### src/rtl/led_bank_pkg.sv
package led_bank_pkg;

   // Pass sequencer phases: park with old data, setup with new data, strike
   typedef enum logic [1:0] {
      SEQ_IDLE   = 2'd0,
      SEQ_GAP    = 2'd1,
      SEQ_SETUP  = 2'd2,
      SEQ_STRIKE = 2'd3
   } seq_state_t;

   function automatic int unsigned max2(input int unsigned a, input int unsigned b);
      return (a > b) ? a : b;
   endfunction

endpackage

### src/rtl/led_bank_trigger.sv
module led_bank_trigger #(
   parameter int NUM_LEDS = 21
) (
   input  logic                clk,
   input  logic                rst_n,
   input  logic [NUM_LEDS-1:0] led_vec,
   input  logic                refresh_tick,
   input  logic                seq_busy,
   output logic                start,
   output logic [NUM_LEDS-1:0] snap
);

   logic                boot_q;
   logic                pend_q;
   logic [NUM_LEDS-1:0] applied_q;
   logic                want;

   // A pass is wanted at power-up, on a stored request, on a tick or on a new vector
   assign want  = boot_q | pend_q | refresh_tick | (led_vec != applied_q);
   assign start = want & ~seq_busy;
   assign snap  = applied_q;

   always_ff @(posedge clk) begin
      if (!rst_n) begin
         boot_q    <= 1'b1;
         pend_q    <= 1'b0;
         applied_q <= '0;
      end else if (start) begin
         boot_q    <= 1'b0;
         pend_q    <= 1'b0;
         applied_q <= boot_q ? '0 : led_vec;
      end else if (seq_busy && refresh_tick) begin
         pend_q    <= 1'b1;
      end
   end

endmodule

### src/rtl/led_bank_mapper.sv
module led_bank_mapper #(
   parameter int   NUM_LEDS       = 21,
   parameter int   REG_W          = 6,
   parameter int   NUM_REGS       = 4,
   parameter bit   LED_ACTIVE_LOW = 1'b0,
   parameter bit   TIE_LEVEL      = 1'b1
) (
   input  logic [NUM_LEDS-1:0]             snap,
   output logic [NUM_REGS-1:0][REG_W-1:0]  words
);

   localparam int SLOTS = NUM_REGS * REG_W;

   initial begin
      if (SLOTS < NUM_LEDS)
         $error("led_bank_mapper: %0d latch bits cannot hold %0d LEDs", SLOTS, NUM_LEDS);
   end

   for (genvar k = 0; k < NUM_REGS; k++) begin : g_reg
      for (genvar b = 0; b < REG_W; b++) begin : g_bit
         localparam int POS = k * REG_W + b;
         if (POS < NUM_LEDS) begin : g_led
            if (LED_ACTIVE_LOW) begin : g_inv
               assign words[k][b] = ~snap[POS];
            end else begin : g_pass
               assign words[k][b] = snap[POS];
            end
         end else begin : g_tie
            assign words[k][b] = TIE_LEVEL;
         end
      end
   end

endmodule

### src/rtl/led_bank_sequencer.sv
module led_bank_sequencer
   import led_bank_pkg::*;
#(
   parameter int REG_W     = 6,
   parameter int NUM_REGS  = 4,
   parameter int ADDR_W    = 3,
   parameter int PARK_ADDR = 0,
   parameter int BASE_OUT  = 1,
   parameter int SETUP_CYC = 1,
   parameter int HOLD_CYC  = 2
) (
   input  logic                            clk,
   input  logic                            rst_n,
   input  logic                            start,
   input  logic [NUM_REGS-1:0][REG_W-1:0]  words,
   output logic [REG_W-1:0]                bank_data,
   output logic [ADDR_W-1:0]               dec_sel,
   output logic                            dec_en_lo_a,
   output logic                            dec_en_lo_b,
   output logic                            dec_en_hi,
   output logic                            busy
);

   localparam int IDX_W = (NUM_REGS > 1) ? $clog2(NUM_REGS) : 1;
   localparam int CNT_W = $clog2(max2(SETUP_CYC, HOLD_CYC) + 1);
   localparam logic [IDX_W-1:0]  LAST_IDX  = IDX_W'(NUM_REGS - 1);
   localparam logic [CNT_W-1:0]  SETUP_END = CNT_W'(SETUP_CYC - 1);
   localparam logic [CNT_W-1:0]  HOLD_END  = CNT_W'(HOLD_CYC - 1);
   localparam logic [ADDR_W-1:0] PARK      = ADDR_W'(PARK_ADDR);
   localparam logic [ADDR_W-1:0] BASE      = ADDR_W'(BASE_OUT);

   seq_state_t       state_q;
   logic [IDX_W-1:0] idx_q;
   logic [CNT_W-1:0] cnt_q;
   logic [REG_W-1:0] data_q;

   always_ff @(posedge clk) begin
      if (!rst_n) begin
         state_q <= SEQ_IDLE;
         idx_q   <= '0;
         cnt_q   <= '0;
         data_q  <= '0;
      end else begin
         unique case (state_q)
            SEQ_IDLE: begin
               if (start) begin
                  state_q <= SEQ_GAP;
                  idx_q   <= '0;
                  cnt_q   <= '0;
               end
            end
            SEQ_GAP: begin
               // address already parked; new data goes out now
               state_q <= SEQ_SETUP;
               data_q  <= words[idx_q];
               cnt_q   <= '0;
            end
            SEQ_SETUP: begin
               if (cnt_q == SETUP_END) begin
                  state_q <= SEQ_STRIKE;
                  cnt_q   <= '0;
               end else begin
                  cnt_q   <= cnt_q + 1'b1;
               end
            end
            SEQ_STRIKE: begin
               if (cnt_q == HOLD_END) begin
                  cnt_q <= '0;
                  if (idx_q == LAST_IDX) begin
                     state_q <= SEQ_IDLE;
                  end else begin
                     state_q <= SEQ_GAP;
                     idx_q   <= idx_q + 1'b1;
                  end
               end else begin
                  cnt_q <= cnt_q + 1'b1;
               end
            end
            default: state_q <= SEQ_IDLE;
         endcase
      end
   end

   assign busy        = (state_q != SEQ_IDLE);
   assign bank_data   = data_q;
   assign dec_sel     = (state_q == SEQ_STRIKE) ? (BASE + ADDR_W'(idx_q)) : PARK;
   assign dec_en_lo_a = ~busy;
   assign dec_en_lo_b = ~busy;
   assign dec_en_hi   = busy;

endmodule

### src/rtl/led_bank_loader.sv
module led_bank_loader #(
   parameter int NUM_LEDS       = 21,
   parameter int REG_W          = 6,
   parameter int NUM_REGS       = 4,
   parameter int ADDR_W         = 3,
   parameter int PARK_ADDR      = 0,
   parameter int BASE_OUT       = 1,
   parameter int SETUP_CYC      = 1,
   parameter int HOLD_CYC       = 2,
   parameter bit LED_ACTIVE_LOW = 1'b0,
   parameter bit TIE_LEVEL      = 1'b1
) (
   input  logic                clk,
   input  logic                rst_n,
   input  logic [NUM_LEDS-1:0] led_vec,
   input  logic                refresh_tick,
   output logic [REG_W-1:0]    bank_data,
   output logic [ADDR_W-1:0]   dec_sel,
   output logic                dec_en_lo_a,
   output logic                dec_en_lo_b,
   output logic                dec_en_hi,
   output logic                busy
);

   localparam int LAST_OUT = BASE_OUT + NUM_REGS - 1;

   initial begin
      if (LAST_OUT >= (1 << ADDR_W))
         $error("led_bank_loader: latch outputs exceed the decoder range");
      if (PARK_ADDR >= BASE_OUT && PARK_ADDR <= LAST_OUT)
         $error("led_bank_loader: park address collides with a latch output");
      if (PARK_ADDR >= (1 << ADDR_W))
         $error("led_bank_loader: park address outside decoder range");
      if (SETUP_CYC < 1 || HOLD_CYC < 1 || HOLD_CYC > 200)
         $error("led_bank_loader: setup/hold cycle counts out of range");
      if (NUM_REGS < 1 || REG_W < 1)
         $error("led_bank_loader: empty latch bank");
   end

   logic                           start;
   logic [NUM_LEDS-1:0]            snap;
   logic [NUM_REGS-1:0][REG_W-1:0] words;

   led_bank_trigger #(
      .NUM_LEDS (NUM_LEDS)
   ) u_trigger (
      .clk          (clk),
      .rst_n        (rst_n),
      .led_vec      (led_vec),
      .refresh_tick (refresh_tick),
      .seq_busy     (busy),
      .start        (start),
      .snap         (snap)
   );

   led_bank_mapper #(
      .NUM_LEDS       (NUM_LEDS),
      .REG_W          (REG_W),
      .NUM_REGS       (NUM_REGS),
      .LED_ACTIVE_LOW (LED_ACTIVE_LOW),
      .TIE_LEVEL      (TIE_LEVEL)
   ) u_mapper (
      .snap  (snap),
      .words (words)
   );

   led_bank_sequencer #(
      .REG_W     (REG_W),
      .NUM_REGS  (NUM_REGS),
      .ADDR_W    (ADDR_W),
      .PARK_ADDR (PARK_ADDR),
      .BASE_OUT  (BASE_OUT),
      .SETUP_CYC (SETUP_CYC),
      .HOLD_CYC  (HOLD_CYC)
   ) u_seq (
      .clk         (clk),
      .rst_n       (rst_n),
      .start       (start),
      .words       (words),
      .bank_data   (bank_data),
      .dec_sel     (dec_sel),
      .dec_en_lo_a (dec_en_lo_a),
      .dec_en_lo_b (dec_en_lo_b),
      .dec_en_hi   (dec_en_hi),
      .busy        (busy)
   );

endmodule

### config.mk
export PLATFORM = sky130hd
export DESIGN_NAME = led_bank_loader
export DESIGN_NICKNAME = d
export VERILOG_FILES = /design/src/rtl/led_bank_pkg.sv /design/src/rtl/led_bank_trigger.sv /design/src/rtl/led_bank_mapper.sv /design/src/rtl/led_bank_sequencer.sv /design/src/rtl/led_bank_loader.sv
export SDC_FILE = /design/constraint.sdc
export NUM_CORES = 1
export LEC_CHECK = 0
export ABC_CLOCK_PERIOD_IN_PS = 1650
export BUFFER_PORTS_ARGS = -buffer_cell sky130_fd_sc_hd__buf_2
export CAP_MARGIN = 0
export CORE_MARGIN = 4
export CORE_UTILIZATION = 45
export CTS_CLUSTER_DIAMETER = 50
export CTS_CLUSTER_SIZE = 16
export DETAILED_ROUTE_END_ITERATION = 12
export GPL_TIMING_DRIVEN = 0
export PLACE_DENSITY = 0.79
export SYNTH_ARGS = -nofsm -noshare
export SYNTH_HDL_FRONTEND = slang
export SYNTH_SLANG_ARGS = --single-unit
export TNS_END_PERCENT = 1
### constraint.sdc
create_clock -name clk -period 1.65 [get_ports clk]
set_input_delay 0.2475 -clock clk [delete_from_list [all_inputs] [get_ports clk]]
set_output_delay 0.2475 -clock clk [all_outputs]
set_load 0.05 [all_outputs]
---- After elaboration in Yosys (flattened, before gate mapping) ----
Index checks and enable logic that the tools add are counted.
storage, ports and cells
  logic and storage cells ................. 51
  bits of input ports ..................... 24
  bits in registers ....................... 35
  output and inout port bits .............. 13
cells by class
  reductions and logical operators ........ 8
  equal/unequal tests ..................... 10
  magnitude comparators ................... 1
  add/sub/neg operators ................... 3
  bitwise gates (word level) .............. 6
  muxes and demuxes ....................... 16
operator list
  cell                   count
  $mux W21               1
  $ne A21 B21 Y1         1
  $mux W2                8
  $pmux W2 S4            2
  $bmux W6 S2            1
  $eq A2 B2 Y1 const B   3
  $mux W6                1
  $add A2 B1 Y2 const B  2
  $eq A2 B1 Y1 const B   2
  $logic_not A2 Y1       2
  $ne A2 B1 Y1 const B   2
  $ne A2 B2 Y1 const B   2
  $pmux W2 S2            1
  $reduce_and A4 Y1      1
  $reduce_bool A2 Y1     2
  $add A1 B2 Y3 const A  1
  $lt A2 B3 Y1 const B   1
  $mux W3                1
  $or A1 B1 Y1           3
  $reduce_and A3 Y1      1
  $not A1 Y1             2
  $reduce_or A2 Y1       1
  $and A1 B1 Y1          1
  $logic_and A1 B1 Y1    1
  $mux W1                1

---- Longest topological paths before layout ----
Gate-level depths: netlist of run 1.
  depth after elaboration ................. 6
  depth in mapped cells ................... 6
  depth with buffers taken out ............ 6

---- Hierarchy ----
A second synthesis of run 1 with hierarchy kept.
second synthesis, totals
  cell total of the unflattened synthesis .. 196
  area, all modules ....................... 2047.0 µm²
by module, submodules not included
  module              seq. area each (µm²)  area each (µm²)  instances  cells each
  led_bank_trigger    460.4                 1026.0           1          88
  led_bank_sequencer  240.2                 837.1            1          83
  led_bank_mapper     0.0                   183.9            1          25

---- Worst setup path after synthesis of run 1 ----
Ideal clock, no wire load.
  path type ............................... register to register
  from .................................... register u_seq.state_q[0]
  to ...................................... register u_seq.idx_q[0]
  arrival time ............................ 2.213 ns
  period minus slack after synthesis ...... 2.339 ns
  cell stages (with the launch flop) ...... 7
  setup slack ............................. -0.689 ns
  data required time ...................... 1.524 ns
  path buffers ............................ 0
  library setup time ...................... 0.126 ns
  cells stage by stage .................... dfxtp_1 > inv_1 > ha_1 > inv_1 > nor4_2 > a21oi_1 > mux2i_1
between the ends
  cells in the longest elaborated chain, start to end .. 5
  elaborated cells between the ends (all ways) .. 11
  those cells by class .................... eq/ne: 4; mux: 1; bitwise: 2; reduce/logical: 4
ends and longest elaborated chain
  element                             line                      source
  from (decl)                         led_bank_sequencer.sv:32  seq_state_t state_q;
  from (signal assigned)              led_bank_sequencer.sv:39  state_q <= SEQ_IDLE;
  from (signal assigned)              led_bank_sequencer.sv:47  state_q <= SEQ_GAP;
  from (signal assigned)              led_bank_sequencer.sv:54  state_q <= SEQ_SETUP;
  $reduce_bool A2 Y1                  led_bank_sequencer.sv:84  assign busy = (state_q != SEQ_IDLE);
  $not A1 Y1                          -
  net dec_en_lo_a                     led_bank_loader.sv:19     output logic dec_en_lo_a,
  $and A1 B1 Y1                       led_bank_trigger.sv:20    assign start = want & ~seq_busy;
  $ne A2 B2 Y1 (no source line)       -
  $reduce_and A4 Y1 (no source line)  -
  to (signal assigned)                led_bank_sequencer.sv:73  idx_q <= idx_q + 1'b1;
  to (decl)                           led_bank_sequencer.sv:33  logic [IDX_W-1:0] idx_q;
The timed path passes the listed nets, and every way through them passes these cells.
A chain may end at the register's enable or synchronous reset.

---- Worst setup path after layout of run 1 ----
  from .................................... register u_trigger.applied_q[13], in the netlist u_trigger.snap[13]
  to ...................................... register u_seq.cnt_q[0]
between the ends
  cells in the longest elaborated chain, start to end .. 4
ends and longest elaborated chain
  element                        line                      source
  from (decl)                    led_bank_trigger.sv:15    logic [NUM_LEDS-1:0] applied_q;
  from (signal assigned)         led_bank_trigger.sv:31    applied_q <= boot_q ? '0 : led_vec;
  $ne A21 B21 Y1                 led_bank_trigger.sv:19    assign want = boot_q | pend_q | refresh_tick | (led_vec != applied_q);
  $or A1 B1 Y1                   led_bank_trigger.sv:19
  $and A1 B1 Y1                  led_bank_trigger.sv:20
  $ne A2 B2 Y1 (no source line)  -
  to (signal assigned)           led_bank_sequencer.sv:63  cnt_q <= cnt_q + 1'b1;
  to (signal assigned)           led_bank_sequencer.sv:76  cnt_q <= cnt_q + 1'b1;
  to (decl)                      led_bank_sequencer.sv:34  logic [CNT_W-1:0] cnt_q;
Every way passes these cells.

==> results of run 1 <==
==> report_power, final <==
group / internal (mW) / total (mW) / switching [mW]
registers: 1.01 / 1.16 / 0.148
logic: 0.843 / 1.94 / 1.10
clock network: 0.381 / 0.703 / 0.322
==> cells in the mapped netlist <==
library cell   n
o31ai_1        1
nand2b_1       5
dfxtp_1       35
buf_6          2
inv_1          7
buf_4          2
ha_1           9
mux2_2         3
a311oi_1       2
nand2_1       30
clkinv_1       1
xnor2_1       20
nor2b_1        1
a22o_1         1
or3_1          1
o22a_1         1
nor4_4         1
nor4_2         1
mux2i_1       27
and2_1         2
nor3_2         1
o22ai_1        1
o21ai_0        3
o221ai_1       3
nor2_1         3
a21oi_1        8
clkbuf_1      11
nand4_1        5
nand3_1       21
nor3_1         1
a21oi_2        1
mux4_2         3
xor2_1         1
a21o_1         1
==> metal layers <==
metal	wire length, um	share of wire	vias up	track usage
li1	-	-	844	-
met1	2165	0.42	798	0.2411
met2	2458	0.48	72	0.3180
met3	436	0.085	8	0.05946
met4	68	0.013	0	0.07510
met5	0	0	-	0
==> critical path: cells and delay by family (launching register included) <==
| family | cells | cell delay (ps) |
|---|---|---|
| xor gates and xnor gates | 1 | 170 |
| buffers and inverters | 2 | 320 |
| and+or+nand+nor | 2 | 460 |
| DFF | 1 | 340 |
| AOI/OAI and AO/OA | 2 | 280 |
==> area by class of cell <==
class                           count  area, sq um
Timing Repair Buffer               42        245.2
Multi-Input combinational cell    157         1290
Clock buffer                        8        100.1
Inverter                            8        33.78
Buffer                             15        91.34
Tap cell                           50        62.56
Sequential cell                    35        724.4
Fill cell                         366         1597
==> registers in the layout, summed over array words and instances (netlist names) <==
| register | flops |
|---|---|
| u_trigger.boot_q | 1 |
| u_trigger.pend_q | 1 |
| u_trigger.snap | 21 |
| u_seq.state_q | 2 |
| u_seq.cnt_q | 2 |
| u_seq.bank_data | 6 |
| u_seq.idx_q | 2 |
==> cells by family (layout without fill, tap and decap cells) <==
| family | Yosys count | after routing | share of synthesized area |
|---|---|---|---|
| mux | 33 | 33 | 0.1868 |
| compound gates | 22 | 22 | 0.07359 |
| fa+ha+maj | 9 | 9 | 0.05660 |
| simple gates | 72 | 72 | 0.1836 |
| flops | 35 | 35 | 0.3522 |
| xor+xnor | 21 | 21 | 0.09245 |
| buf+inv | 23 | 73 | 0.05471 |
==> stage by stage <==
stage               setup TNS, ps  utilization  worst slack (ps)
floorplan                   -2760            -            -139.7
global placement            -5892       0.5468            -267.5
detailed placement          -6979       0.5468            -301.1
CTS                        -76.74       0.5870            -34.67
global route               -678.9       0.6147            -66.06
finish                     -6.419       0.6147            -6.419
==> repair_timing <==
item                                    4_1_cts  5_1_grt
pin swaps                                     9       15
buffers inserted                              4        3
gates resized for setup                      14       25
endpoints found under the setup margin       36       28
==> how the worst max path moves through the flow <==
stage | from | end | slack [ps] | cells past startpoint
6_report | u_trigger.snap[13]$_SDFFE_PN0P_ | u_seq.cnt_q[0]$_SDFFE_PN0P_ | -6 | 7
3_5_place_dp | led_vec[5] | u_trigger.snap[12]$_SDFFE_PN0P_ | -300 | 7
4_1_cts | u_seq.state_q[0]$_SDFFE_PN0P_ | dec_sel[0] | -30 | 3
2_1_floorplan | u_seq.state_q[1]$_SDFFE_PN0P_ | u_seq.state_q[1]$_SDFFE_PN0P_ | -140 | 6
5_1_grt | u_trigger.snap[1]$_SDFFE_PN0P_ | u_seq.state_q[1]$_SDFFE_PN0P_ | -70 | 6
3_3_place_gp | led_vec[5] | u_trigger.snap[18]$_SDFFE_PN0P_ | -270 | 7
==> results_dict.tcl, run 1 <==
set metrics [dict create \
    ys_ff_latch 35 \
    finalHoldViolCount 0 \
    drt_iter0_markers 92 \
    worst_slew_pin_slew_ps 544.3 \
    status "finished, violations left" \
    power_density_nw_per_um2 1492 \
    nNetsFinal 297 \
    cts_root_buf "clkbuf_8" \
    final_area_sq_um 2547 \
    die_h_um 74.49 \
    rsz0062_at_grt "yes" \
    ios 37 \
    grt_usage 0.1950 \
    gp_congestion 0.8220 \
    r2r_start "u_trigger.snap[13]$_SDFFE_PN0P_" \
    antenna_found_initial 0 \
    initial_core_util 0.4801 \
    netlist_instances 215 \
    placed_area_sq_um 2266 \
    dpl.hpwl_mm 3.569 \
    drc 0 \
    place_inst 300 \
    holdWs_ps 232.8 \
    skew_ps 7.061 \
    power_mw 3.802 \
    path_clk_slew_ps 70 \
    clock_sinks 35 \
    synth_area_leaders "dfxtp_1 35%, mux2i_1 14%, xnor2_1 8.8%" \
    start_kind "flip-flop" \
    rows 23 \
    finalSetupViolations 1 \
    slew_headroom 0.6371 \
    timing.final.ws_setup_ps -6.419 \
    period_minus_slack_ps 1656 \
    cts_tree "built" \
    core_area_sq_um 4144 \
    grt_pass1_wl_mm 8.038 \
    power.leakage_nw 1.047 \
    wire_per_inst_um 16.28 \
    slowest_delay_ps 340 \
    grt-ovfl-total 0 \
    die_w_um 74.49 \
    synthesis.area_sq_um 1989 \
    die_area_sq_um 5549 \
    violations "negative setup slack" \
    yosysTopAreaCell "dfxtp_1" \
    synth_top_area_share 0.3522 \
    hold_class "input port to flip-flop" \
    num_vias 1722 \
    maxCapViolations 0 \
    hold_start "refresh_tick" \
    cp_data_required_time_ps 1860 \
    grt_pass1_vias 1723 \
    drt-total-wl_mm 5.129 \
    grt_max_degree 11 \
    final_cells 315 \
    path_cells "xnor2_1 > nand4_1 > nor4_4 > buf_4 > buf_4 > a21oi_1 > a311oi_1" \
    maxSlewViolCount 0 \
    cts_hold_buffers 0 \
    fmax_mhz 603.7 \
    areaGrowthSynthToFinish_pct 28.05 \
    critPathMaxFanout 4 \
    yosysWarnings 0 \
    cpMaxStageDelayCell "dfxtp_2" \
    arrival_ps 1860 \
    avgSynthCellArea_sq_um 9.253 \
    peakVddDrop_uv 833.8 \
    hold_path_depth 3 \
    synthesis.nets 248 \
    dr.pass1.iters 4 \
    reg2reg_depth 7 \
    final_common_cell "buf_2" \
    drive_gt1_frac 0.3698 \
    min_to "u_trigger.pend_q$_SDFFE_PP0P_" \
    final_cell_mix "31 x buf_2, 30 x nand2_1, 27 x mux2i_1" \
    cts_buffer_depth 2 \
    cpMostUsedCell "buf_4" \
    vias_per_cell 5.467 \
    diodes 0 \
    cts_max_level 2 \
    io_buffers 35 \
    ant_nets 0 \
    period_share 1.004 \
    r2r-end "u_seq.cnt_q[0]$_SDFFE_PN0P_" \
    clk_latency_ps 290 \
    path_class "flip-flop to flip-flop" \
    synth_cell_types 34 \
    cp-end-kind "flip-flop" \
    rrSetupSlack_ps -6 \
    yosysSeqAreaShare 0.3522 \
    cts_made_buffers 5 \
]
(Power assumes the default switching activity.)
==> inputs of run 2 (changes only) <==
- MAX_ROUTING_LAYER: default -> met4
==> results_dict.tcl, run 2 (synthesis gave the netlist of run 1 again) <==
set metrics [dict create \
    min_to "u_trigger.pend_q$_SDFFE_PP0P_" \
    fillers 366 \
    grt-ovfl-total 0 \
    final_cell_mix "31 x buf_2, 30 x nand2_1, 27 x mux2i_1" \
    finalSetupViolations 1 \
    drt-total-wl_mm 5.153 \
    clock_sinks 35 \
    drc 0 \
    period_minus_slack_ps 1661 \
    cpMostUsedCell "buf_4" \
    rows 23 \
    ant_nets 0 \
    final_cells 315 \
    grt_pass1_vias 1723 \
    maxCapViolations 0 \
    peakVddDrop_uv 834.3 \
    clk_latency_ps 290 \
    arrival_ps 1870 \
    fmax_mhz 601.9 \
    power_density_nw_per_um2 1493 \
    cts_max_level 2 \
    worst_slew_pin_slew_ps 545.7 \
    io_buffers 35 \
    cts_made_buffers 5 \
    period_share 1.007 \
    wire_per_inst_um 16.36 \
    reg2reg_depth 7 \
    setup_tns_ps -11.31 \
    rsz0062_at_grt "yes" \
    slowest_delay_ps 340 \
    power.leakage_nw 1.047 \
    cpMaxStageDelayCell "dfxtp_2" \
    cp-end-kind "flip-flop" \
    cts_root_buf "clkbuf_8" \
    fin_util 0.6147 \
    path_class "flip-flop to flip-flop" \
    die_w_um 74.49 \
    skew_ps 7.695 \
    status "finished, violations left" \
    violations "negative setup slack" \
    path_clk_slew_ps 70 \
    cts_hold_buffers 0 \
    r2r-end "u_seq.cnt_q[0]$_SDFFE_PN0P_" \
    hold_class "input port to flip-flop" \
    holdWs_ps 230.8 \
    core_area_sq_um 4144 \
    gp_congestion 0.8343 \
    cts_tree "built" \
    finalHoldViolCount 0 \
    grt_max_degree 11 \
    maxSlewViolCount 0 \
    num_vias 1712 \
    die_area_sq_um 5549 \
    antenna_found_initial 0 \
    slew_headroom 0.6362 \
    timing.final.ws_setup_ps -11.31 \
    grt_pass1_wl_mm 8.052 \
    initial_core_util 0.4801 \
    ios 37 \
    vias_per_cell 5.435 \
    drive_gt1_frac 0.3698 \
    critPathMaxFanout 4 \
    cp_data_required_time_ps 1860 \
    areaGrowthSynthToFinish_pct 28.05 \
    place_inst 300 \
    rrSetupSlack_ps -10 \
    die_h_um 74.49 \
    r2r_start "u_trigger.snap[13]$_SDFFE_PN0P_" \
    hold_start "refresh_tick" \
    nNetsFinal 297 \
    hold_path_depth 3 \
    final_common_cell "buf_2" \
    grt_usage 0.2013 \
    dr.pass1.iters 5 \
    cts_buffer_depth 2 \
    drt_iter0_markers 99 \
    dpl.hpwl_mm 3.569 \
    diodes 0 \
    start_kind "flip-flop" \
    largest_reg_flops 21 \
    path_cells "xnor2_1 > nand4_1 > nor4_4 > buf_4 > buf_4 > a21oi_1 > a311oi_1" \
]
-- run 2: cell counts in the layout (fill, tap and decap cells not counted) --
No cell type changed its count.
-- run 2: cell type report --
cell class	instances	area (sq um)	area share
Buffer	15	91.34	0.03585
Sequential cell	35	724.4	0.2844
Timing Repair Buffer	42	245.2	0.09627
Inverter	8	33.78	0.01326
Clock buffer	8	100.1	0.03929
Tap cell	50	62.56	0.02456
Multi-Input combinational cell	157	1290	0.5064
-- run 2: how the worst max path moves through the flow --
stage,start,end,slack [ps],cells past startpoint
after floorplan,u_seq.state_q[1]$_SDFFE_PN0P_,u_seq.state_q[1]$_SDFFE_PN0P_,-140,6
after global placement,led_vec[5],u_trigger.snap[18]$_SDFFE_PN0P_,-270,7
after detailed placement,led_vec[5],u_trigger.snap[12]$_SDFFE_PN0P_,-300,7
after CTS,u_seq.state_q[0]$_SDFFE_PN0P_,dec_sel[0],-30,3
after global routing,u_trigger.snap[1]$_SDFFE_PN0P_,u_seq.state_q[1]$_SDFFE_PN0P_,-70,6
final,u_trigger.snap[13]$_SDFFE_PN0P_,u_seq.cnt_q[0]$_SDFFE_PN0P_,-10,7
-- run 2: power breakdown --
group,switching (mW),internal [mW],leakage [nW]
Sequential,0.147,1.01,0.292
Combinational,1.10,0.844,0.703
Clock,0.322,0.381,0.0515
Total,1.57,2.23,1.05
-- run 2: repair_timing --
| action | 4_1_cts | 5_1_grt |
|---|---|---|
| hold endpoints to repair | 0 | 0 |
| buffers inserted | 4 | 3 |
| resized for setup | 14 | 25 |
| setup endpoints to repair | 36 | 28 |
| pin swaps | 9 | 15 |
-- run 2: worst max-delay path, delay by kind of cell (launching register included) --
family	cells	cell delay, ps
compound gates	2	280
xor+xnor	1	170
buf+inv	2	320
flops	1	340
simple gates	2	450
-- run 2: metrics by stage --
step           setup WS, ps  power (mW)  instance area, sq um
6_report             -11.31       3.804                  2547
5_1_grt              -66.06       3.998                  2547
4_1_cts              -34.67       3.659                  2432
3_5_place_dp         -301.1       2.893                  2266
3_3_place_gp         -267.5       2.871                  2266
2_1_floorplan        -139.7       2.560                  2028
-- run 2: per-layer routing --
layer	global-route usage	wire length (um)	share of wire
met1	0.2469	2280	0.44
met2	0.3180	2452	0.48
met3	0.05135	351	0.068
met4	0.07510	68	0.013
met5	-	0	0
